===== config.mk =====
export PLATFORM = sky130hd
export DESIGN_NAME = tof_timer
export DESIGN_NICKNAME = d
export VERILOG_FILES = /design/src/rtl/tof_pkg.sv /design/src/rtl/tof_echo_sync.sv /design/src/rtl/tof_bcd_counter.sv /design/src/rtl/tof_fifo.sv /design/src/rtl/tof_timer.sv
export SDC_FILE = /design/constraint.sdc
export NUM_CORES = 1
export LEC_CHECK = 0
export BUFFER_PORTS_ARGS = -buffer_cell sky130_fd_sc_hd__buf_2
export CAP_MARGIN = 20
export CORE_ASPECT_RATIO = 1.2
export CORE_MARGIN = 5
export CORE_UTILIZATION = 40
export DETAILED_ROUTE_END_ITERATION = 8
export GPL_TIMING_DRIVEN = 0
export PLACE_DENSITY = 0.55
export SLEW_MARGIN = 30
export SYNTH_ARGS = -nofsm -noshare
export SYNTH_HDL_FRONTEND = slang
export SYNTH_HIERARCHICAL = 1
export SYNTH_SLANG_ARGS = --single-unit

===== constraint.sdc =====
create_clock -name clk -period 3.4 [get_ports clk]
set_input_delay 0.34 -clock clk [delete_from_list [all_inputs] [get_ports clk]]
set_output_delay 0.34 -clock clk [all_outputs]
set_load 0.02 [all_outputs]

===== src/rtl/tof_pkg.sv =====
package tof_pkg;
    localparam int DIGIT_W = 4;

    typedef enum logic [1:0] {
        ST_IDLE = 2'd0,
        ST_RUN  = 2'd1,
        ST_DONE = 2'd2
    } tof_state_e;
endpackage


===== src/rtl/tof_echo_sync.sv =====
module tof_echo_sync #(
    parameter int STAGES = 2
) (
    input  logic clk,
    input  logic rst_n,
    input  logic async_i,
    output logic rise_o
);
    typedef struct packed {
        logic [STAGES-1:0] sync;
        logic              prev;
    } sync_t;

    sync_t s_d, s_q;

    always_comb begin
        s_d      = s_q;
        s_d.sync = {s_q.sync[STAGES-2:0], async_i};
        s_d.prev = s_q.sync[STAGES-1];
    end

    always_ff @(posedge clk) begin
        if (!rst_n) s_q <= '0;
        else        s_q <= s_d;
    end

    assign rise_o = s_q.sync[STAGES-1] & ~s_q.prev;
endmodule


===== src/rtl/tof_bcd_counter.sv =====
module tof_bcd_counter #(
    parameter int DIGITS = 4,
    localparam int W = DIGITS * tof_pkg::DIGIT_W
) (
    input  logic         clk,
    input  logic         rst_n,
    input  logic         zero_i,
    input  logic         inc_i,
    output logic [W-1:0] value_o,
    output logic         max_o
);
    typedef struct packed {
        logic [DIGITS-1:0][tof_pkg::DIGIT_W-1:0] dig;
    } cnt_t;

    cnt_t c_d, c_q;
    logic [DIGITS-1:0] nine;
    logic [DIGITS:0]   carry;

    for (genvar g = 0; g < DIGITS; g++) begin : g_nine
        assign nine[g] = (c_q.dig[g] == tof_pkg::DIGIT_W'(9));
    end

    always_comb begin
        c_d      = c_q;
        carry[0] = inc_i;
        for (int i = 0; i < DIGITS; i++) begin
            carry[i+1] = carry[i] & nine[i];
            if (carry[i]) begin
                c_d.dig[i] = nine[i] ? '0 : c_q.dig[i] + 1'b1;
            end
        end
        if (zero_i) c_d = '0;
    end

    always_ff @(posedge clk) begin
        if (!rst_n) c_q <= '0;
        else        c_q <= c_d;
    end

    assign value_o = c_q.dig;
    assign max_o   = &nine;
endmodule


===== src/rtl/tof_fifo.sv =====
module tof_fifo #(
    parameter int W     = 16,
    parameter int DEPTH = 4,
    localparam int AW   = $clog2(DEPTH)
) (
    input  logic         clk,
    input  logic         rst_n,
    input  logic         wr_i,
    input  logic [W-1:0] wdata_i,
    input  logic         rd_i,
    output logic [W-1:0] rdata_o,
    output logic         rvalid_o,
    output logic         full_o,
    output logic         empty_o
);
    typedef struct packed {
        logic [DEPTH-1:0][W-1:0] mem;
        logic [AW:0]             wptr;
        logic [AW:0]             rptr;
        logic [W-1:0]            rdata;
        logic                    rvalid;
    } fifo_t;

    fifo_t f_d, f_q;
    logic  full, empty;

    assign empty = (f_q.wptr == f_q.rptr);
    assign full  = (f_q.wptr[AW] != f_q.rptr[AW]) &&
                   (f_q.wptr[AW-1:0] == f_q.rptr[AW-1:0]);

    always_comb begin
        f_d        = f_q;
        f_d.rvalid = 1'b0;
        if (wr_i && !full) begin
            f_d.mem[f_q.wptr[AW-1:0]] = wdata_i;
            f_d.wptr                  = f_q.wptr + 1'b1;
        end
        if (rd_i && !empty) begin
            f_d.rdata  = f_q.mem[f_q.rptr[AW-1:0]];
            f_d.rvalid = 1'b1;
            f_d.rptr   = f_q.rptr + 1'b1;
        end
    end

    always_ff @(posedge clk) begin
        if (!rst_n) f_q <= '0;
        else        f_q <= f_d;
    end

    assign rdata_o  = f_q.rdata;
    assign rvalid_o = f_q.rvalid;
    assign full_o   = full;
    assign empty_o  = empty;
endmodule


===== src/rtl/tof_timer.sv =====
module tof_timer #(
    parameter int DIGITS      = 4,
    parameter int FIFO_DEPTH  = 4,
    parameter int SYNC_STAGES = 2,
    localparam int W = DIGITS * tof_pkg::DIGIT_W
) (
    input  logic         clk,
    input  logic         rst_n,
    input  logic         tx_en_i,
    input  logic         echo_i,
    input  logic         clr_i,
    input  logic         rd_en_i,
    output logic [W-1:0] res_bcd_o,
    output logic         res_valid_o,
    output logic         fifo_full_o,
    output logic         fifo_empty_o,
    output logic         busy_o,
    output logic         timeout_o
);
    import tof_pkg::*;

    typedef struct packed {
        tof_state_e st;
        logic       tmo;
    } ctl_t;

    ctl_t   c_d, c_q;
    logic   echo_rise;
    logic   cnt_max;
    logic   cnt_inc;
    logic   stop_echo, stop_max, wr_req;
    logic [W-1:0] cnt_val;

    tof_echo_sync #(.STAGES(SYNC_STAGES)) u_sync (
        .clk     (clk),
        .rst_n   (rst_n),
        .async_i (echo_i),
        .rise_o  (echo_rise)
    );

    tof_bcd_counter #(.DIGITS(DIGITS)) u_cnt (
        .clk     (clk),
        .rst_n   (rst_n),
        .zero_i  (clr_i),
        .inc_i   (cnt_inc),
        .value_o (cnt_val),
        .max_o   (cnt_max)
    );

    tof_fifo #(.W(W), .DEPTH(FIFO_DEPTH)) u_fifo (
        .clk      (clk),
        .rst_n    (rst_n),
        .wr_i     (wr_req),
        .wdata_i  (cnt_val),
        .rd_i     (rd_en_i),
        .rdata_o  (res_bcd_o),
        .rvalid_o (res_valid_o),
        .full_o   (fifo_full_o),
        .empty_o  (fifo_empty_o)
    );

    always_comb begin
        stop_echo = (c_q.st == ST_RUN) && echo_rise;
        stop_max  = (c_q.st == ST_RUN) && !echo_rise && cnt_max;
        wr_req    = !clr_i && (stop_echo || stop_max);
        cnt_inc   = (c_q.st == ST_RUN) && !clr_i && !stop_echo && !stop_max;

        c_d = c_q;
        if (clr_i) begin
            c_d.st  = ST_IDLE;
            c_d.tmo = 1'b0;
        end else begin
            case (c_q.st)
                ST_IDLE: if (tx_en_i) c_d.st = ST_RUN;
                ST_RUN: begin
                    if (stop_echo || stop_max) c_d.st = ST_DONE;
                    if (stop_max)              c_d.tmo = 1'b1;
                end
                default: c_d.st = ST_DONE;
            endcase
        end
    end

    always_ff @(posedge clk) begin
        if (!rst_n) c_q <= '{st: ST_IDLE, tmo: 1'b0};
        else        c_q <= c_d;
    end

    assign busy_o    = (c_q.st == ST_RUN);
    assign timeout_o = c_q.tmo;
endmodule


==> impl_metrics.csv, run 1 <==
group,metric,value,unit
die,die_area,15080,µm²
synthesis,synth_top_cells_by_count,"nand2_1 (131), dfxtp_1 (109), mux2i_1 (85)",
synthesis,yosysMostFrequentCell,"nand2_1",
clock_network,numCtsBuffers,9,
cells_and_area,syn_to_final_growth,13.26,%
synthesis,yosysUniqueCellTypes,49,
critical_path,cp_cell_sequence,"nand4bb_1, nor4_2, nor2_1, nor3_1, nand2_1, a31oi_4, buf_6, mux2i_1",
synthesis,yosys_warnings,6,
detailed_routing,wl_met3,391,µm
synthesis,synth_top_flop_cell,"dfxtp_1",
cells_and_area,layout.nets,555,
place,dp_slack,0.2106,ns
detailed_routing,firstDrtPassIters,4,
critical_path,crit_start,"u_cnt/value_o[9]",
grt,antenna_found_initial,0,
clock_network,cts_resized,0,
synthesis,synth_edf_count,0,
worst_hold_path,hold-path-cell-count,2,
die,die_x,112.9,µm
clock_network,cts_htree_levels,3,
grt,grt_pass1_vias,3491,
critical_path,arrival,3.30,ns
detailed_routing,wl_met2,5.649,mm
critical_path,crit_required,3.67,ns
detailed_routing,via_per_inst,4.962,
synthesis,syn_nets,518,
clock_network,post_cts.repair.setup_buffers,0,
synthesis,netlist_instances,507,
detailed_routing,wl_met1,5.162,mm
die,initial_core_util,0.4050,
die,rows,45,
synthesis,yosysTopAreaCellShare,0.4291,
detailed_routing,dr.max_layer_used,"met4",
timing,post-route-period-util,0.8918,
timing,fin_crit,3.032,ns
grt,grt_first_pass_wirelength,18.34,mm
timing,timing.fmax,0.3298,GHz
timing,slew_headroom,0.4566,
timing,hold_viol,0,
detailed_routing,drtIter0Drc,142,
die,core_area,12560,µm²
timing,worst_slack,0.3680,ns
synthesis,synth_area,5085,µm²
die,io_pins,27,
clock_network,tritoncts,"built",
timing,setup_violations,0,
worst_hold_path,hp-start,"echo_i",
timing,worst_pin_slew,0.8077,ns
worst_hold_path,hold_path_class,"in -> reg",
critical_path,crit_path_max_fanout,10,
critical_path,r2r_start,"u_cnt/value_o[9]",
die,dieHeight,133.5,µm
synthesis,synthArstFlopShare,0,
power,p_per_area,457.9,nW/µm²
detailed_routing,drc,0,
critical_path,criticalPathCategory,"reg -> reg",
synthesis,ys_ff_latch,109,
timing,grt_setup_unrepaired,"false",
critical_path,cp-end-kind,"flop",
power,finalPower,2.637,mW
timing,setup_tns,0,ns
detailed_routing,drt-total-wl,11.29,mm
power,vdd_ir_drop_max,0.0002335,V
cells_and_area,drive_above_1_share,0.1840,
place,portBuffers,26,
synthesis,postSynthAreaPerCell,10.03,µm²
clock_network,cts_sinks,109,
critical_path,max_stage_delay,0.58,ns
grt,grt_max_degree,19,
timing,finalMaxSlewViolations,0,
synthesis,synth_top_area_cell,"dfxtp_1",
place,place_congestion,0.7684,
critical_path,rr_worst_depth,8,
clock_network,postCtsHoldBufs,0,
synthesis,synth_area_leaders,"dfxtp_1 (43%), mux2i_1 (17%), nand2_1 (9.7%), mux4_2 (7.1%), buf_4 (2.4%)",
clock_network,insertion_delay,0.35,ns
clock_network,cts_buffer_depth,2,
timing,holdWs,0.1859,ns
detailed_routing,vias,3538,
cells_and_area,antenna_cells,0,
run,maxCapViolations,0,
timing,fin_skew,0.01536,ns
critical_path,critPathLaunchType,"flop",
detailed_routing,ant_nets,0,
power,p_leak,2.081,nW
clock_network,clockRootBuffer,"clkbuf_16",
detailed_routing,wl_per_cell,15.84,µm
place,hpwlAfterDp,8.000,mm
status,status,"finished clean",
clock_network,clk_pin_slew,0.08,ns
grt,grt_overflow_total,0,
grt,grt_usage,0.1538,
critical_path,crit_slowest_cell,"nor3_1",
synthesis,synth_seq_area_share,0.4291,
[area by class of cell]
| class | count | area, µm² |
|---|---|---|
| inverters | 11 | 41.29 |
| clock buffers | 10 | 239.0 |
| fillers | 1216 | 6797 |
| plain buffers | 45 | 306.5 |
| multi-input cells | 342 | 2561 |
| flip-flops and latches | 109 | 2182 |
| clock inverters | 6 | 93.84 |
| well taps | 164 | 205.2 |
| repair buffers | 26 | 130.1 |
[registers in the layout, indices dropped and copies added (netlist names)]
register and count:
timeout_o 1, u_cnt/value_o 16, u_fifo/rvalid_o 1, u_fifo/f_q 70, u_sync/s_d 2, u_fifo/rdata_o 16
c_q 2, u_sync/s_q 1
[per-layer routing]
metal  vias to the layer above  track usage
li1                       1779            -
met1                      1705       0.2037
met5                         -            0
met4                         0      0.03607
met2                        49       0.2579
met3                         5      0.03135
[layout by cell type, fill, tap and decap left out, types with 3 or more instances in the layout]
| cell | n |
|---|---|
| inv_1 | 11 |
| buf_4 | 16 |
| a21oi_1 | 11 |
| nor2_1 | 14 |
| xor2_1 | 7 |
| dfxtp_1 | 109 |
| ha_1 | 5 |
| buf_6 | 6 |
| nor2b_1 | 5 |
| mux2i_1 | 85 |
| nand2_1 | 131 |
| clkbuf_1 | 17 |
| o21ai_0 | 8 |
| a31oi_4 | 3 |
| nor4_1 | 3 |
| nand2b_1 | 6 |
| buf_2 | 30 |
| and2_1 | 3 |
| mux4_2 | 16 |
| or3_1 | 4 |
| nand3_1 | 4 |
| clkbuf_16 | 9 |
[worst paths after layout]
kind / endpoint / slack [ns]
setup / recovery: u_fifo/f_q[37] / 0.37
hold / removal: u_sync/s_d[2] / 0.19
setup reg to reg: u_fifo/f_q[37] / 0.37
hold reg to reg: u_sync/s_d[0] / 0.43
[critical path, delay by kind of cell, from the launching register on]
| family | cells | cell delay (ns) |
|---|---|---|
| AOI/OAI and AO/OA | 1 | 0.43 |
| buffers and inverters | 1 | 0.25 |
| DFF | 1 | 0.39 |
| muxes | 1 | 0.21 |
| and+or+nand+nor | 5 | 1.68 |
[stage by stage]
stage / instance area, µm² / instances / utilization
5_1_grt: 5759 / 713 / 0.4587
3_5_place_dp: 5420 / 697 / 0.4317
3_3_place_gp: 5420 / 697 / 0.4317
4_1_cts: 5753 / 713 / 0.4582
2_1_floorplan: 5085 / 507 / -
6_report: 5759 / 713 / 0.4587
[cells by family (layout without fill, tap and decap cells)]
logic type / Yosys count / in the layout / share of synthesized area
muxes: 101 / 101 / 0.2382
adders and majority gates: 5 / 5 / 0.01230
and+or+nand+nor: 194 / 194 / 0.1804
xor gates and xnor gates: 12 / 12 / 0.02731
buffers and inverters: 56 / 98 / 0.06840
DFF: 109 / 109 / 0.4291
AOI/OAI and AO/OA: 30 / 30 / 0.04429
[power by group]
part | leakage, nW | switching [mW] | internal [mW] | total [mW]
clock | 0.160 | 0.491 | 0.673 | 1.16
sequential | 0.878 | 0.00898 | 1.28 | 1.29
combinational | 1.04 | 0.116 | 0.0657 | 0.182
Power figures use the tool's default switching activity.
==> inputs of run 2 (changes only) <==
PLACE_DENSITY = 0.57   (was 0.55)
clock period = 2.5 ns   (was 3.4 ns; I/O delays follow)
==> impl_metrics.csv, run 2 (synthesized netlist as in run 1, its figures left out) <==
group,metric,value,unit
status,status,"finished clean",
power,p_leak,2.157,nW
grt,grt_max_degree,19,
timing,fin_crit,2.365,ns
grt,antenna_found_initial,0,
clock_network,tritoncts,"built",
clock_network,clockRootBuffer,"clkbuf_16",
cells_and_area,fill_cells,1185,
detailed_routing,via_per_inst,5.021,
critical_path,r2r_slack,0.14,ns
die,rows,45,
critical_path,cp-end-kind,"flop",
cells_and_area,post-route-util,0.4687,
place,place_congestion,0.7700,
critical_path,crit_required,2.76,ns
grt,grt_first_pass_wirelength,18.53,mm
timing,timing.fmax,0.4228,GHz
die,die_x,112.9,µm
grt,grt_pass1_vias,3667,
die,core_area,12560,µm²
die,io_pins,27,
timing,fin_skew,0.01172,ns
detailed_routing,wl_per_cell,15.81,µm
clock_network,clk_pin_slew,0.08,ns
grt,grt_usage,0.1556,
power,vdd_ir_drop_max,0.0003093,V
critical_path,crit_path_max_fanout,7,
die,initial_core_util,0.4050,
timing,finalMaxSlewViolations,0,
critical_path,critPathLaunchType,"flop",
detailed_routing,vias,3630,
clock_network,insertion_delay,0.35,ns
place,portBuffers,26,
timing,holdWs,0.1071,ns
detailed_routing,drtIter0Drc,127,
critical_path,criticalPathCategory,"reg -> reg",
run,maxCapViolations,0,
detailed_routing,drt-total-wl,11.43,mm
grt,grt_overflow_total,0,
cells_and_area,antenna_cells,0,
cells_and_area,fin_area,5884,µm²
timing,worst_pin_slew,0.6253,ns
cells_and_area,final_common_cell,"nand2_1",
clock_network,cts_htree_levels,3,
cells_and_area,layout.nets,565,
clock_network,numCtsBuffers,9,
worst_hold_path,hold_path_class,"in -> reg",
timing,hold_viol,0,
clock_network,cts_buffer_depth,2,
cells_and_area,drive_above_1_share,0.2200,
place,placed_cell_area,5420,µm²
timing,post-route-period-util,0.9460,
die,dieHeight,133.5,µm
detailed_routing,firstDrtPassIters,4,
place,hpwlAfterDp,7.968,mm
cells_and_area,layout_common_cells,"nand2_1 (131), dfxtp_1 (101), mux2i_1 (85)",
clock_network,cts_sinks,109,
power,p_per_area,590.6,nW/µm²
detailed_routing,drc,0,
timing,slew_headroom,0.5831,
die,die_area,15080,µm²
cells_and_area,largest_reg_flops,70,
detailed_routing,ant_nets,0,
critical_path,arrival,2.62,ns
timing,setup_violations,0,
cells_and_area,syn_to_final_growth,15.72,%
cells_and_area,top_register,"u_fifo/f_q",
-- run 2: critical path, cell delays in order, from the launching register on --
cell and delay [ns]:
dfxtp_2 0.40, nand3b_1 0.20, nor4_4 0.07, buf_4 0.15
nor4_4 0.27, nand3b_1 0.15, or4_4 0.47, or4_1 0.48
o31ai_1 0.07
-- run 2: area by class of cell --
type                       count  area, µm²  share of cell area
clock inverter                 5      67.56             0.01148
clock buffer                  11      242.7             0.04125
multi-input combinational    342       2618              0.4448
buffer                        44      302.8             0.05146
sequential                   109       2195              0.3730
timing repair buffer          37      212.7             0.03615
tap                          164      205.2             0.03487
inverter                      11      41.29            0.007017
-- run 2: what timing repair did --
action,in CTS,in global routing
hold buffers,0,0
gates resized for setup,10,7
pin swaps,3,4
buffers inserted,9,2
hold endpoints to repair,0,0
endpoints found under the setup margin,79,58
gates cloned,0,0
-- run 2: path summary, 6_finish.rpt --
kind	end	from	depth (start not counted)
setup / recovery	u_cnt/value_o[15]	u_cnt/value_o[2]	8
hold / removal	u_sync/s_d[2]	echo_i	2
setup reg to reg	u_cnt/value_o[15]	u_cnt/value_o[2]	8
hold reg to reg	u_sync/s_d[0]	u_sync/s_d[2]	1
-- run 2: layer usage --
metal	GRT usage	wire [µm]	share of wire
met1	0.1929	5125	0.45
met2	0.2714	5672	0.50
met3	0.02590	477	0.042
met4	0.05478	157	0.014
met5	0	0	0
-- run 2: per-stage QoR --
step | cells | TNS (ns) | setup WS [ns] | total power [mW]
2_1_floorplan | 507 | 0 | 0.03890 | 1.980
4_1_cts | 722 | 0 | 0.02085 | 3.517
5_1_grt | 723 | -0.009820 | -0.009820 | 3.594
3_5_place_dp | 697 | -43.84 | -0.7887 | 2.046
3_3_place_gp | 697 | -32.94 | -0.6399 | 2.047
6_report | 723 | 0 | 0.1350 | 3.475
-- run 2: report_power, final --
group	leakage (nW)	internal, mW	switching, mW	total [mW]
Clock	0.152	0.820	0.650	1.47
Combinational	1.12	0.0907	0.160	0.251
Sequential	0.883	1.74	0.0118	1.76
==> inputs of run 3 (changes only) <==
CTS_BUF_LIST = sky130_fd_sc_hd__clkbuf_4 sky130_fd_sc_hd__clkbuf_8 sky130_fd_sc_hd__clkbuf_16   (was unset)
==> impl_metrics.csv, run 3 (synthesized netlist as in run 1, its figures left out) <==
group,metric,value,unit
status,status,"finished clean",
cells_and_area,top_register,"u_fifo/f_q",
cells_and_area,layout.nets,565,
cells_and_area,final_common_cell,"nand2_1",
die,dieHeight,133.5,µm
die,die_x,112.9,µm
cells_and_area,post-route-util,0.4690,
critical_path,critPathLaunchType,"flop",
timing,holdWs,0.1074,ns
timing,hold_viol,0,
timing,setup_violations,0,
timing,worst_slack,0.1362,ns
clock_network,clockRootBuffer,"clkbuf_16",
grt,grt_usage,0.1556,
timing,slew_headroom,0.5853,
die,rows,45,
timing,finalMaxSlewViolations,0,
critical_path,crit_slowest_cell,"or4_1",
grt,antenna_found_initial,0,
clock_network,postCtsHoldBufs,0,
cells_and_area,antenna_cells,0,
timing,worst_pin_slew,0.6220,ns
cells_and_area,drive_above_1_share,0.2218,
die,io_pins,27,
detailed_routing,drt-total-wl,11.45,mm
place,hpwlAfterDp,7.968,mm
die,die_area,15080,µm²
cells_and_area,layout_common_cells,"nand2_1 (131), dfxtp_1 (101), mux2i_1 (85)",
detailed_routing,drc,0,
detailed_routing,wl_per_cell,15.84,µm
critical_path,crit_path_max_fanout,7,
detailed_routing,ant_nets,0,
critical_path,cp_cell_sequence,"nand3b_1, nor4_4, buf_4, nor4_4, nand3b_1, or4_4, or4_1, o31ai_1",
cells_and_area,largest_reg_flops,70,
critical_path,path_delay_family,"simple AND/OR/NAND/NOR gates",
cells_and_area,fill_cells,1183,
clock_network,clk_pin_slew,0.08,ns
place,portBuffers,26,
power,p_per_area,592.4,nW/µm²
detailed_routing,firstDrtPassIters,4,
place,place_congestion,0.7700,
power,p_leak,2.161,nW
timing,post-route-period-util,0.9455,
die,core_area,12560,µm²
grt,grt_overflow_total,0,
clock_network,cts_buffer_depth,2,
grt,grt_first_pass_wirelength,18.53,mm
clock_network,cts_sinks,109,
timing,timing.fmax,0.4231,GHz
critical_path,crit_required,2.76,ns
run,maxCapViolations,0,
critical_path,arrival,2.62,ns
detailed_routing,drtIter0Drc,129,
critical_path,max_stage_delay,0.48,ns
critical_path,crit_buf_inv,1,
clock_network,numCtsBuffers,9,
power,vdd_ir_drop_max,0.0003102,V
critical_path,cp-end-kind,"flop",
cells_and_area,syn_to_final_growth,15.80,%
die,initial_core_util,0.4050,
grt,grt_max_degree,19,
place,dp_slack,-0.7887,ns
timing,fin_crit,2.364,ns
clock_network,tritoncts,"built",
timing,fin_skew,0.01182,ns
clock_network,cts_htree_levels,3,
detailed_routing,via_per_inst,5.022,
clock_network,insertion_delay,0.35,ns
worst_hold_path,hold_path_class,"in -> reg",
critical_path,criticalPathCategory,"reg -> reg",
detailed_routing,vias,3631,
grt,grt_pass1_vias,3671,
## run 3: cell types whose count changed in the layout (fill, tap and decap cells not counted)
| cell | before | now |
|---|---|---|
| clkbuf_4 | 0 | 1 |
| clkbuf_1 | 17 | 16 |
## run 3: final timing paths
check,start,endpoint,slack [ns],cells after the start
hold reg to reg,u_sync/s_d[2],u_sync/s_d[0],0.43,1
setup reg to reg,u_cnt/value_o[2],u_cnt/value_o[15],0.14,8
hold / removal,echo_i,u_sync/s_d[2],0.11,2
setup / recovery,u_cnt/value_o[2],u_cnt/value_o[15],0.14,8
## run 3: where the power goes
| part | switching [mW] | internal (mW) | leakage [nW] |
|---|---|---|---|
| Sequential | 0.0118 | 1.74 | 0.883 |
| Clock | 0.651 | 0.831 | 0.156 |
| Combinational | 0.160 | 0.0907 | 1.12 |
| Total | 0.823 | 2.66 | 2.16 |
## run 3: repair_timing
| action | 4_1_cts | 5_1_grt |
|---|---|---|
| buffers inserted | 9 | 2 |
| hold endpoints to repair | 0 | 0 |
| setup endpoints to repair | 79 | 58 |
| resized for setup | 10 | 7 |
| cloned | 0 | 0 |
| pin swaps | 3 | 4 |
## run 3: per-layer routing
metal  global-route usage  part of all wire  vias to the layer above  wire (µm)
met5                    0                 0                        -          0
met4              0.05478             0.016                        0        185
met3              0.02590             0.031                       16        359
met2               0.2714              0.50                       55       5718
met1               0.1929              0.45                     1741       5186
li1                     -                 -                     1819          -
## run 3: stage by stage
step	cell area, µm²	total power, mW	setup TNS [ns]	std cells
global route	5888	3.604	-0.009820	723
floorplan	5085	1.980	0	507
finish	5888	3.488	0	723
CTS	5843	3.528	0	722
detailed placement	5420	2.046	-43.84	697
global placement	5420	2.047	-32.94	697
## run 3: area by class of cell
cell class / count / area, µm² / area share
Buffer: 44 / 302.8 / 0.05142
Clock buffer: 11 / 246.5 / 0.04186
Clock inverter: 5 / 67.56 / 0.01147
Inverter: 11 / 41.29 / 0.007012
Multi-Input combinational cell: 342 / 2618 / 0.4445
Sequential cell: 109 / 2195 / 0.3727
Tap cell: 164 / 205.2 / 0.03485
Timing Repair Buffer: 37 / 212.7 / 0.03612
